--- config.mk ---
export PLATFORM = sky130hd
export DESIGN_NAME = fsyn_top
export DESIGN_NICKNAME = d
export VERILOG_FILES = /design/src/rtl/fsyn_pkg.sv /design/src/rtl/fsyn_cfg.sv /design/src/rtl/fsyn_phase.sv /design/src/rtl/fsyn_divcnt.sv /design/src/rtl/fsyn_top.sv
export SDC_FILE = /design/constraint.sdc
export NUM_CORES = 1
export LEC_CHECK = 0
export BUFFER_PORTS_ARGS = -buffer_cell sky130_fd_sc_hd__buf_2
export CORE_MARGIN = 3
export CORE_UTILIZATION = 50
export CTS_BUF_LIST = sky130_fd_sc_hd__clkbuf_8
export DETAILED_ROUTE_END_ITERATION = 6
export PLACE_DENSITY_LB_ADDON = 0.1
export SETUP_SLACK_MARGIN = 0.4
export SYNTH_ARGS = -nofsm -noshare
export SYNTH_HDL_FRONTEND = slang
export SYNTH_SLANG_ARGS = --single-unit
--- constraint.sdc ---
create_clock -name clk_i -period 6.3 [get_ports clk_i]
set_input_delay 0.945 -clock clk_i [delete_from_list [all_inputs] [get_ports clk_i]]
set_output_delay 0.945 -clock clk_i [all_outputs]
set_load 0.01 [all_outputs]
--- src/rtl/fsyn_pkg.sv ---
package fsyn_pkg;
   typedef enum logic {
      SGN_LONG  = 1'b0,
      SGN_SHORT = 1'b1
   } corr_sgn_e;
endpackage

--- src/rtl/fsyn_cfg.sv ---
module fsyn_cfg
   import fsyn_pkg::*;
#(
   parameter int DIV_W  = 8,
   parameter int FRAC_W = 20
) (
   input  logic              clk_i,
   input  logic              rst_ni,
   input  logic              enable_i,
   input  logic              bypass_i,
   input  logic [DIV_W-1:0]  div_i,
   input  logic [FRAC_W-1:0] tref_i,
   input  logic [FRAC_W-1:0] delta_i,
   input  logic              sign_i,
   output logic [DIV_W-1:0]  div_q,
   output logic [FRAC_W-1:0] tref_q,
   output logic [FRAC_W-1:0] delta_q,
   output corr_sgn_e         sign_q,
   output logic              byp_q,
   output logic              cfg_err
);
   localparam logic [DIV_W-1:0]  DIV_RST  = DIV_W'(2);
   localparam logic [FRAC_W-1:0] TREF_RST = FRAC_W'(1);

   if (DIV_W < 2) begin : g_div_w_bad
      $fatal(1, "fsyn_cfg: DIV_W must be at least 2");
   end
   if (FRAC_W < 2) begin : g_frac_w_bad
      $fatal(1, "fsyn_cfg: FRAC_W must be at least 2");
   end

   always_ff @(posedge clk_i or negedge rst_ni) begin
      if (!rst_ni) begin
         div_q   <= DIV_RST;
         tref_q  <= TREF_RST;
         delta_q <= '0;
         sign_q  <= SGN_LONG;
         byp_q   <= 1'b0;
      end else if (!enable_i) begin
         div_q   <= div_i;
         tref_q  <= tref_i;
         delta_q <= delta_i;
         sign_q  <= corr_sgn_e'(sign_i);
         byp_q   <= bypass_i;
      end
   end

   logic div_small, tref_zero, delta_big;
   always_comb begin
      div_small = (div_q < DIV_RST);
      tref_zero = (tref_q == '0);
      delta_big = ({delta_q, 1'b0} >= {1'b0, tref_q});
      cfg_err   = !byp_q && (div_small || tref_zero || delta_big);
   end
endmodule

--- src/rtl/fsyn_phase.sv ---
module fsyn_phase
   import fsyn_pkg::*;
#(
   parameter int FRAC_W = 20
) (
   input  logic              clk_i,
   input  logic              rst_ni,
   input  logic              run,
   input  logic [FRAC_W-1:0] tref,
   input  logic [FRAC_W-1:0] delta,
   input  corr_sgn_e         sign,
   output logic              hold,
   output logic              dbl,
   output logic [FRAC_W:0]   acc_o
);
   localparam int AW = FRAC_W + 2;

   logic [FRAC_W:0] acc_q, acc_d;
   logic            stall_q, stall_d;
   logic [AW-1:0]   sum, sum_pay, sum_skip, tref_x, delta_x;
   logic            evt;

   always_comb begin
      tref_x   = AW'(tref);
      delta_x  = AW'(delta);
      sum      = AW'(acc_q) + delta_x;
      evt      = (sum >= tref_x);
      sum_pay  = sum - tref_x;
      sum_skip = sum + delta_x - tref_x;
      hold     = 1'b0;
      dbl      = 1'b0;
      acc_d    = acc_q;
      stall_d  = 1'b0;
      if (!run) begin
         acc_d = '0;
      end else if (sign == SGN_LONG) begin
         if (stall_q) begin
            hold = 1'b1;
         end else begin
            acc_d   = evt ? sum_pay[FRAC_W:0] : sum[FRAC_W:0];
            stall_d = evt;
         end
      end else begin
         dbl   = evt;
         acc_d = evt ? sum_skip[FRAC_W:0] : sum[FRAC_W:0];
      end
   end

   always_ff @(posedge clk_i or negedge rst_ni) begin
      if (!rst_ni) begin
         acc_q   <= '0;
         stall_q <= 1'b0;
      end else begin
         acc_q   <= acc_d;
         stall_q <= stall_d;
      end
   end

   assign acc_o = acc_q;
endmodule

--- src/rtl/fsyn_divcnt.sv ---
module fsyn_divcnt #(
   parameter int DIV_W = 8
) (
   input  logic             clk_i,
   input  logic             rst_ni,
   input  logic             run,
   input  logic             byp,
   input  logic [DIV_W-1:0] div,
   input  logic             hold,
   input  logic             dbl,
   output logic             tick
);
   localparam int CW = DIV_W + 1;

   logic [DIV_W-1:0] cnt_q;
   logic [CW-1:0]    adv, nxt, rem;
   logic             wrap;

   always_comb begin
      adv  = hold ? CW'(0) : (dbl ? CW'(2) : CW'(1));
      nxt  = CW'(cnt_q) + adv;
      wrap = (nxt >= CW'(div));
      rem  = nxt - CW'(div);
   end

   always_ff @(posedge clk_i or negedge rst_ni) begin
      if (!rst_ni) begin
         cnt_q <= '0;
         tick  <= 1'b0;
      end else if (!run) begin
         cnt_q <= '0;
         tick  <= 1'b0;
      end else if (byp) begin
         cnt_q <= '0;
         tick  <= 1'b1;
      end else if (wrap) begin
         cnt_q <= rem[DIV_W-1:0];
         tick  <= 1'b1;
      end else begin
         cnt_q <= nxt[DIV_W-1:0];
         tick  <= 1'b0;
      end
   end
endmodule

--- src/rtl/fsyn_top.sv ---
module fsyn_top
   import fsyn_pkg::*;
#(
   parameter int DIV_W  = 8,
   parameter int FRAC_W = 20
) (
   input  logic              clk_i,
   input  logic              rst_ni,
   input  logic              enable_i,
   input  logic              bypass_i,
   input  logic [DIV_W-1:0]  div_i,
   input  logic [FRAC_W-1:0] tref_i,
   input  logic [FRAC_W-1:0] delta_i,
   input  logic              sign_i,
   output logic              tick_o,
   output logic              cfg_err_o
);
   logic [DIV_W-1:0]  div_q;
   logic [FRAC_W-1:0] tref_q, delta_q;
   corr_sgn_e         sign_q;
   logic              byp_q, cfg_err, run, hold, dbl;
   logic [FRAC_W:0]   acc_q;

   fsyn_cfg #(.DIV_W(DIV_W), .FRAC_W(FRAC_W)) u_cfg (
      .clk_i(clk_i), .rst_ni(rst_ni), .enable_i(enable_i),
      .bypass_i(bypass_i), .div_i(div_i), .tref_i(tref_i),
      .delta_i(delta_i), .sign_i(sign_i),
      .div_q(div_q), .tref_q(tref_q), .delta_q(delta_q),
      .sign_q(sign_q), .byp_q(byp_q), .cfg_err(cfg_err)
   );

   assign run = enable_i && !cfg_err;

   fsyn_phase #(.FRAC_W(FRAC_W)) u_phase (
      .clk_i(clk_i), .rst_ni(rst_ni), .run(run),
      .tref(tref_q), .delta(delta_q), .sign(sign_q),
      .hold(hold), .dbl(dbl), .acc_o(acc_q)
   );

   fsyn_divcnt #(.DIV_W(DIV_W)) u_div (
      .clk_i(clk_i), .rst_ni(rst_ni), .run(run), .byp(byp_q),
      .div(div_q), .hold(hold), .dbl(dbl), .tick(tick_o)
   );

   assign cfg_err_o = cfg_err;
endmodule

==> flow_summary.toml, run 1 <==
[outcome]
outcome = "completed"

[logic_synthesis]
synth_top_area_share_pct = 25.5
synth_seq_area_share_pct = 26.2
synth_nets = 1024
synth.distinct_cells = 69
synth_edf_count = 0
synth.most_common_cell = "ha_1"
synthArstFlopShare_pct = 100
syn_inst = 857
synth_common_cells = "ha_1, dfrtp_1, nand2_1"
synth_area_sq_um = 7760
synth_top_cell_by_area = "dfrtp_1"
synth_ff_type = "dfrtp_1"
yosysWarnings = 0
ys_seq_elements = 81
syn_area_per_cell_sq_um = 9.05
synth.area.top_cells = "dfrtp_1, ha_1, mux2_2"

[clocking]
numClockSinks = 81
clockBufferDepth = 2
clk_pin_slew_ps = 110
cts_made_buffers = 9
postCtsHoldBufs = 0
htreeDepth = 3
cts_root_buffer = "clkbuf_8"
clk_latency_ps = 400
cts_tree = "done"

[critical_path]
cp_slowest_cell = "fa_2"
worst-setup-path-type = "reg -> reg"
reg2reg_depth = 30
required_ps = 6620
cp_num_buf_inv = 1
ff2ff_setup_slack_ps = 120
worst_ep_arrival_time_ps = 6500
worstPathMaxFanout = 5
start_kind = "flip-flop"
worst_setup_path_end_kind = "flip-flop"
rr_startpoint = "u_phase.acc_o[0]"
crit_path_max_incr_delay_ps = 580
cp_top_family = "compound AO/OA/AOI/OAI gates"
r2r-end = "u_div.cnt_q[5]"
cpMostUsedCell = "o21ai_2"

[die]
die_w_um = 131
dieArea_sq_um = 17100
start_util_pct = 52.2
die_h_um = 131
core-area_sq_um = 14900
row_count = 44
io_pins = 55

[timing]
clock_skew_ps = 20.1
tns_ps = 0
max-slew-margin-rel_pct = 27.1
worst_slack_ps = 123
hold_viol = 0
period_minus_slack_ps = 6180
drv_slew = 0
finalCritPeriodShare_pct = 98.0
hold_ws_ps = 499
setup_viol = 0
rsz0062_at_grt = "yes"
tightestPinTransition_ps = 1090
fmax_mhz = 162

[grt]
grt_max_degree = 54
track_usage_pct = 27.8
grt-ovfl-total = 0
antenna_found_initial = 0
grt_pass1_vias = 7081
grt_pass1_wl_mm = 37.0

[power]
power_leakage_nw = 4.37
max-vdd-ir-drop_uv = 414
power.density_nw_per_um2 = 554

[cells_and_area]
layout-drive-gt1-share_pct = 28.8
nets = 1144
antennaDiodeCount = 0
nFillCells = 1292
design_area_sq_um = 9510
area_growth_pct = 22.5

[route]
routed_wl_mm = 23.6
num_vias = 7165
drt_pre_antenna_iters = 5
drc_errors = 0
via_per_inst = 6.14
routedWlPerCell_um = 20.2
drtAntennaViolNets = 0
drt_iter0_markers = 619

[min_path]
hold_class = "in -> async"

[place]
gp_congestion = 0.965
dp_slack_ps = -121
numPortBuffers = 54
dpl.hpwl_mm = 17.9
detailed_place.area_sq_um = 8580

[flow_run]
cap_violations = 0
-- registers in the layout, indices dropped and copies added, names as in the netlist --
register and count:
u_cfg.tref_q 20, u_cfg.byp_q 1, u_phase.stall_q 1, u_cfg.div_q 8, u_div.tick 1, u_cfg.sign_q 1
u_phase.acc_o 21, u_div.cnt_q 8, u_cfg.delta_q 20
-- cell families (layout without fill, tap and decap cells) --
kind of cell	after synthesis	in the layout	synth area share, %
flops	81	81	26.2
buf+inv	65	190	3.16
compound gates	255	255	21.7
simple gates	236	236	14.6
fa+ha+maj	114	114	20.7
mux	55	55	7.90
xor+xnor	51	51	5.76
-- worst register-to-register path: cells and delay by family (launching register included) --
| family | cells | cell delay [ps] |
|---|---|---|
| buffers and inverters | 1 | 160 |
| adders and majority gates | 6 | 1880 |
| and+or+nand+nor | 7 | 1190 |
| DFF | 1 | 430 |
| xor gates and xnor gates | 1 | 190 |
| AOI/OAI and AO/OA | 15 | 2230 |
-- cells in the final DEF (no fill, tap or decap), drive strengths merged, types with 6 or more instances in the layout --
| cell type | count |
|---|---|
| buf | 130 |
| o21bai | 6 |
| a211oi | 18 |
| a311oi | 6 |
| nor3 | 19 |
| xor2 | 25 |
| nand3 | 12 |
| fa | 24 |
| clkbuf | 9 |
| a21o | 31 |
| o22ai | 6 |
| nand2 | 73 |
| ha | 90 |
| and3 | 6 |
| a21oi | 67 |
| nor4 | 12 |
| o211ai | 21 |
| nor2 | 62 |
| o21a | 11 |
| nand4 | 9 |
| a31oi | 6 |
| o21ai | 49 |
| dfrtp | 79 |
| inv | 47 |
| mux2 | 50 |
| nor2b | 11 |
| xnor2 | 26 |
| nand2b | 9 |
-- power by group --
group          internal (mW)  switching, mW  leakage, nW  total [mW]
sequential             0.602         0.0721        0.998       0.674
clock                  0.195          0.241        0.107       0.436
combinational           1.81           2.34         3.26        4.15
total                   2.61           2.66         4.37        5.26
-- worst max-delay path by stage --
stage	startpoint	end	slack, ps	cells after the start
after floorplan	u_cfg.delta_q[0]	u_div.cnt_q[1]	400	29
after global placement	u_cfg.delta_q[9]	u_div.cnt_q[1]	50	28
after detailed placement	u_cfg.delta_q[1]	u_div.cnt_q[0]	-120	29
after CTS	u_cfg.delta_q[0]	u_div.cnt_q[4]	170	30
after global routing	u_cfg.delta_q[1]	u_div.cnt_q[3]	-130	30
final	u_phase.acc_o[0]	u_div.cnt_q[5]	120	30
-- area by class of cell --
cell class	count	area (sq um)	area share [%]
multi-input cells	711	6000	63.1
flip-flops and latches	81	2030	21.4
repair buffers	131	870	9.15
well taps	184	230	2.42
inverters	43	161	1.70
clock buffers	9	124	1.30
clock inverters	7	93.8	0.987
-- routing by layer --
metal,GRT usage (%),share of wire (%)
met4,8.95,2.8
met3,4.31,4.7
met1,37.6,45
met2,45.9,48
met5,0,0
-- through the flow --
| step | instances | power, mW | util [%] |
|---|---|---|---|
| after floorplan | 857 | 3.45 | - |
| after global placement | 1114 | 4.37 | 57.7 |
| after detailed placement | 1114 | 4.46 | 57.7 |
| after CTS | 1146 | 5.06 | 60.8 |
| after global routing | 1166 | 5.72 | 63.9 |
| final | 1166 | 5.26 | 63.9 |
-- what timing repair did --
item                                    in CTS  in global routing
endpoints found under the setup margin       9                  9
cloned                                       0                  1
pin swaps                                   33                 19
gates resized for setup                     24                 60
setup buffers                               16                 19
Note: power is estimated with default switching activity, not from simulation.
==> run 2, diff against run 1 <==
- BUFFER_PORTS_ARGS: -buffer_cell sky130_fd_sc_hd__buf_2 -> default
- DONT_BUFFER_PORTS: default -> 1
- GPL_ROUTABILITY_DRIVEN: default -> 0
- RECOVER_POWER: default -> 50
==> run 2 against run 1 <==
Core utilization down 3.9 points. Via count down 3.7%. Clock power down 14%. Worst hold slack worse by 250 ps. Sequential share of layout area up 1.4 points. Non-clock buffer count down 73. Final cell count down 6.3%. Combinational power down 2%. Critical path depth unchanged. Cell area down 6.0%. Fmax down 1.0%. Critical path type unchanged. Critical endpoint is now u_div.cnt_q[6].
==> flow_summary.toml, run 2 (same netlist as run 1, synthesis figures left out) <==
[outcome]
outcome = "completed"

[die]
die_w_um = 131
dieArea_sq_um = 17100
core-area_sq_um = 14900
die_h_um = 131
start_util_pct = 52.2
row_count = 44
io_pins = 55

[clocking]
postCtsHoldBufs = 0
htreeDepth = 3
clk_pin_slew_ps = 100
cts_root_buffer = "clkbuf_8"
numClockSinks = 81
cts_made_buffers = 9
clk_latency_ps = 400
cts_tree = "done"
clockBufferDepth = 2

[critical_path]
cp_top_family = "compound AO/OA/AOI/OAI gates"
cpMostUsedCell = "o21ai_2"
crit_path_max_incr_delay_ps = 610
worst_ep_arrival_time_ps = 6550
required_ps = 6610
worst_setup_path_end_kind = "flip-flop"
worstPathMaxFanout = 7
cp_slowest_cell = "fa_2"
worst-setup-path-type = "reg -> reg"
start_kind = "flip-flop"
cp_num_buf_inv = 1

[power]
max-vdd-ir-drop_uv = 354
p_sw_share_pct = 51.0
intPower_mw = 2.51
power_leakage_nw = 4.02
clkPwrFrac_pct = 7.4
p_seq_share_pct = 13.3
switchingPower_mw = 2.60
power.density_nw_per_um2 = 572
power_frac_comb_pct = 79.3

[route]
drtAntennaViolNets = 0
routed_wl_mm = 22.6
via_per_inst = 6.31
num_vias = 6902
drt_iter0_markers = 584
routedWlPerCell_um = 20.7
drc_errors = 0
drt_pre_antenna_iters = 5

[cells_and_area]
layout_common_cells = "ha_1, dfrtp_1, nand2_1"
area_growth_pct = 15.1
post-route-util_pct = 60.1
nets = 1071
antennaDiodeCount = 0
layout_commonest_cell = "ha_1"
largest_register_ffs = 21
layout-drive-gt1-share_pct = 22.1

[timing]
hold_viol = 0
drv_slew = 0
tightestPinTransition_ps = 1030
clock_skew_ps = 18.0
finalCritPeriodShare_pct = 99.0
period_minus_slack_ps = 6240
max-slew-margin-rel_pct = 31.3
rsz0062_at_grt = "yes"
setup_viol = 0
worst_slack_ps = 60.4
fmax_mhz = 160

[place]
dpl.hpwl_mm = 16.8
numPortBuffers = 0
dp_slack_ps = -69.1

[grt]
grt_pass1_wl_mm = 36.0
grt_pass1_vias = 6931
track_usage_pct = 27.0
antenna_found_initial = 0
grt-ovfl-total = 0
grt_max_degree = 82

[flow_run]
cap_violations = 0

[min_path]
hold_class = "in -> async"
==> run 2: cell count changes in the layout (fill, tap and decap cells not counted), moves of 3 or more <==
cell      before  now
buf_2         53    0
buf_4         73   55
o21ai_0       26   30
o21ai_2       10    6
clkinv_2       0    3
xnor2_1       19   22
xnor2_2        7    4
==> run 2: layout make-up <==
class	count	area [sq um]
inverter	43	161
multi-input combinational	711	5880
clock buffer	9	124
tap	184	230
fill	1299	5930
timing repair buffer	58	447
sequential	81	2030
clock inverter	7	52.6
==> run 2: final timing paths <==
path	from	depth (start not counted)	slack [ps]	to
max	u_phase.acc_o[0]	30	60	u_div.cnt_q[6]
min in group clk_i	u_phase.acc_o[8]	2	530	u_phase.acc_o[8]
min	rst_ni	0	250	u_cfg.tref_q[10]
max reg2reg	u_phase.acc_o[0]	30	60	u_div.cnt_q[6]
min reg2reg	u_phase.acc_o[8]	2	530	u_phase.acc_o[8]
max in group asynchronous	rst_ni	0	5770	u_cfg.tref_q[0]
==> run 2: per-stage QoR <==
stage | setup TNS (ps) | hold WS (ps) | cell area (sq um) | power (mW) | cells
after global placement | 0 | 513 | 8210 | 4.27 | 1046
after CTS | 0 | 208 | 8710 | 4.90 | 1085
final | 0 | 248 | 8930 | 5.11 | 1093
after global routing | -1340 | 201 | 8930 | 5.55 | 1093
after floorplan | 0 | 486 | 7850 | 3.45 | 857
after detailed placement | -167 | 518 | 8210 | 4.35 | 1046
==> run 2: timing repair <==
action                                 in CTS  in global routing
gates cloned                                0                  0
pin swaps                                  37                 30
buffers inserted                           23                  8
resized for setup                          30                 35
setup endpoints to repair                   9                  9
endpoints found under the hold margin       0                  0
==> run 2: power groups by stage <==
| stage | logic [mW] | registers (mW) | clock network [mW] |
|---|---|---|---|
| 3_3_place_gp | 3.59 | 0.682 | 0 |
| 2_1_floorplan | 2.79 | 0.659 | 0 |
| 3_5_place_dp | 3.67 | 0.686 | 0 |
| 4_1_cts | 3.84 | 0.677 | 0.384 |
| 5_1_grt | 4.46 | 0.691 | 0.407 |
| 6_report | 4.05 | 0.682 | 0.377 |
==> run 2: per-layer routing <==
layer,global-route usage (%),wire length (um),up-vias
met2,45.1,10800,250
met4,8.11,560,0
met3,5.08,1420,33
met5,0,0,-
met1,35.9,9770,3374
li1,-,-,3245
==> run 3, diff against run 2 <==
- CAP_MARGIN: default -> 20
- SYNTH_HIERARCHICAL: default -> 1
==> run 3 against run 2 <==
Routed wire length increased by 3.3%. Combinational power decreased by 5.7%. Sequential power increased by 0.9%.
==> flow_summary.toml, run 3 <==
[grt]
antenna_found_initial = 0
grt_max_degree = 82
busiest_layer = "met2"
grt_pass1_vias = 7135
grt-ovfl-total = 0
grt_pass1_wl_mm = 36.9
grt_use_met3_pct = 3.86
grt_use_met2_pct = 41.7
track_usage_pct = 25.8
use_met1_pct = 34.7

[clocking]
cts_root_buffer = "clkbuf_8"
clockBufferDepth = 2
numClockSinks = 81
htreeDepth = 3
clk_pin_slew_ps = 100
clk_latency_ps = 380
cts_tree = "done"
cts_made_buffers = 9
postCtsHoldBufs = 0

[timing]
max-slew-margin-rel_pct = 31.9
tightestPinTransition_ps = 1020
hold_viol = 0
finalCritPeriodShare_pct = 94.7
rsz0062_at_grt = "yes"
period_minus_slack_ps = 5970
setup_viol = 0
drv_slew = 0
hold_ws_ps = 258
fmax_mhz = 168
clock_skew_ps = 17.5

[logic_synthesis]
yosysWarnings = 6
synthArstFlopShare_pct = 100
synth.distinct_cells = 79
synth_area_sq_um = 8240
syn_inst = 926
ys_seq_elements = 81
synth.most_common_cell = "inv_1"
synth.area.top_cells = "dfrtp_1, ha_1, mux2_2"
synth_seq_area_share_pct = 24.6
synth_ff_type = "dfrtp_1"
syn_area_per_cell_sq_um = 8.90
synth_top_area_share_pct = 24.0
synth_edf_count = 0
synth_nets = 1093
synth_top_cell_by_area = "dfrtp_1"
synth_common_cells = "inv_1, ha_1, dfrtp_1"

[route]
routedWlPerCell_um = 19.6
drt_iter0_markers = 397
drtAntennaViolNets = 0
routed_wl_mm = 23.3
drc_errors = 0
drt_pre_antenna_iters = 7
via_per_inst = 5.98
num_vias = 7099

[die]
die_h_um = 134
row_count = 46
die_w_um = 134
io_pins = 55
start_util_pct = 51.5
dieArea_sq_um = 18100
core-area_sq_um = 16000

[outcome]
outcome = "completed"

[critical_path]
worst-setup-path-type = "reg -> reg"
worstPathMaxFanout = 4
ff2ff_setup_slack_ps = 330
cp_num_buf_inv = 1
rr_startpoint = "u_cfg/delta_q[0]"
cp_top_family = "simple AND/OR/NAND/NOR gates"
crit_path_max_incr_delay_ps = 490
required_ps = 6570
worst_ep_arrival_time_ps = 6240
worst_setup_path_end_kind = "flip-flop"
r2r-end = "u_div/tick"
reg2reg_depth = 28
cpMostUsedCell = "ha_4"
cp_slowest_cell = "or4_4"
start_kind = "flip-flop"
startpoint = "u_cfg/delta_q[0]"

[power]
power.density_nw_per_um2 = 524
power_mw = 4.91
max-vdd-ir-drop_uv = 232
power_leakage_nw = 4.41

[cells_and_area]
largest_register_ffs = 21
layout-drive-gt1-share_pct = 19.7
layout_commonest_cell = "inv_1"
antennaDiodeCount = 0
layout_common_cells = "inv_1, dfrtp_1, ha_1"
nets = 1134
area_growth_pct = 13.7

[place]
dpl.hpwl_mm = 17.6
numPortBuffers = 0

[flow_run]
cap_violations = 0

[min_path]
hold_class = "in -> async"
==> run 3: changes by cell type after synthesis, moves of 8 or more <==
cell,previous run,this run
inv_1,42,110
mux2i_1,5,27
nor2_1,62,44
o211ai_1,21,8
a211oi_1,18,7
a31oi_1,5,16
clkbuf_1,20,11
nor3_1,19,11
==> run 3: cell type report <==
| type | count | area, sq um |
|---|---|---|
| clock inverters | 7 | 76.3 |
| multi-input cells | 715 | 6080 |
| flip-flops and latches | 81 | 2030 |
| repair buffers | 50 | 379 |
| fillers | 1466 | 6630 |
| inverters | 110 | 413 |
| well taps | 216 | 270 |
| clock buffers | 9 | 124 |
==> run 3: logic make-up (layout without fill, tap and decap cells) <==
kind of cell / count (synthesis) / count (layout) / synth area share, %
buffers and inverters: 130 / 176 / 6.34
adder cells (fa/ha/maj): 114 / 114 / 19.5
AO/OA/AOI/OAI: 231 / 231 / 18.9
XOR/XNOR: 52 / 52 / 5.53
flip-flops: 81 / 81 / 24.6
AND/OR/NAND/NOR: 241 / 241 / 15.0
multiplexers: 77 / 77 / 10.1
==> run 3: report_power, final <==
part / switching (mW) / total [mW] / internal, mW / leakage, nW
Sequential: 0.0878 / 0.688 / 0.600 / 0.999
Clock: 0.217 / 0.403 / 0.187 / 0.0966
Combinational: 2.13 / 3.82 / 1.70 / 3.32
Total: 2.43 / 4.91 / 2.48 / 4.41
==> run 3: what timing repair did <==
item                                    4_1_cts  5_1_grt
pin swaps                                    26       28
endpoints found under the setup margin        9        9
buffers inserted                             18       11
resized for setup                            37       31
==> run 3: worst max-delay path by stage <==
stage	to	slack, ps	cells past startpoint
2_1_floorplan	u_div/tick	420	28
3_3_place_gp	u_div/tick	140	28
3_5_place_dp	u_div/cnt_q[6]	-60	29
4_1_cts	u_div/tick	400	28
5_1_grt	u_div/cnt_q[2]	70	28
6_report	u_div/tick	330	28
==> run 3: worst register-to-register path: cells and delay by family (launching register included) <==
family / cells / cell delay (ps)
buf+inv: 1 / 50
compound gates: 9 / 1800
xor+xnor: 1 / 180
simple gates: 11 / 2140
flops: 1 / 420
fa+ha+maj: 6 / 1260
==> run 3: per-layer routing <==
layer	wire [um]	part of all wire, %
met2	10800	46
met4	871	3.7
met1	10700	46
met5	0	0
met3	983	4.2
==> run 3: metrics by stage <==
step           cells  setup slack (ps)  area [sq um]  setup TNS (ps)  utilization (%)
4_1_cts         1177               403          9120               0             57.0
3_5_place_dp    1143             -57.9          8610           -57.9             53.8
6_report        1188               334          9370               0             58.6
3_3_place_gp    1143               143          8610               0             53.8
5_1_grt         1188              73.8          9370               0             58.6
2_1_floorplan    926               420          8280               0                -
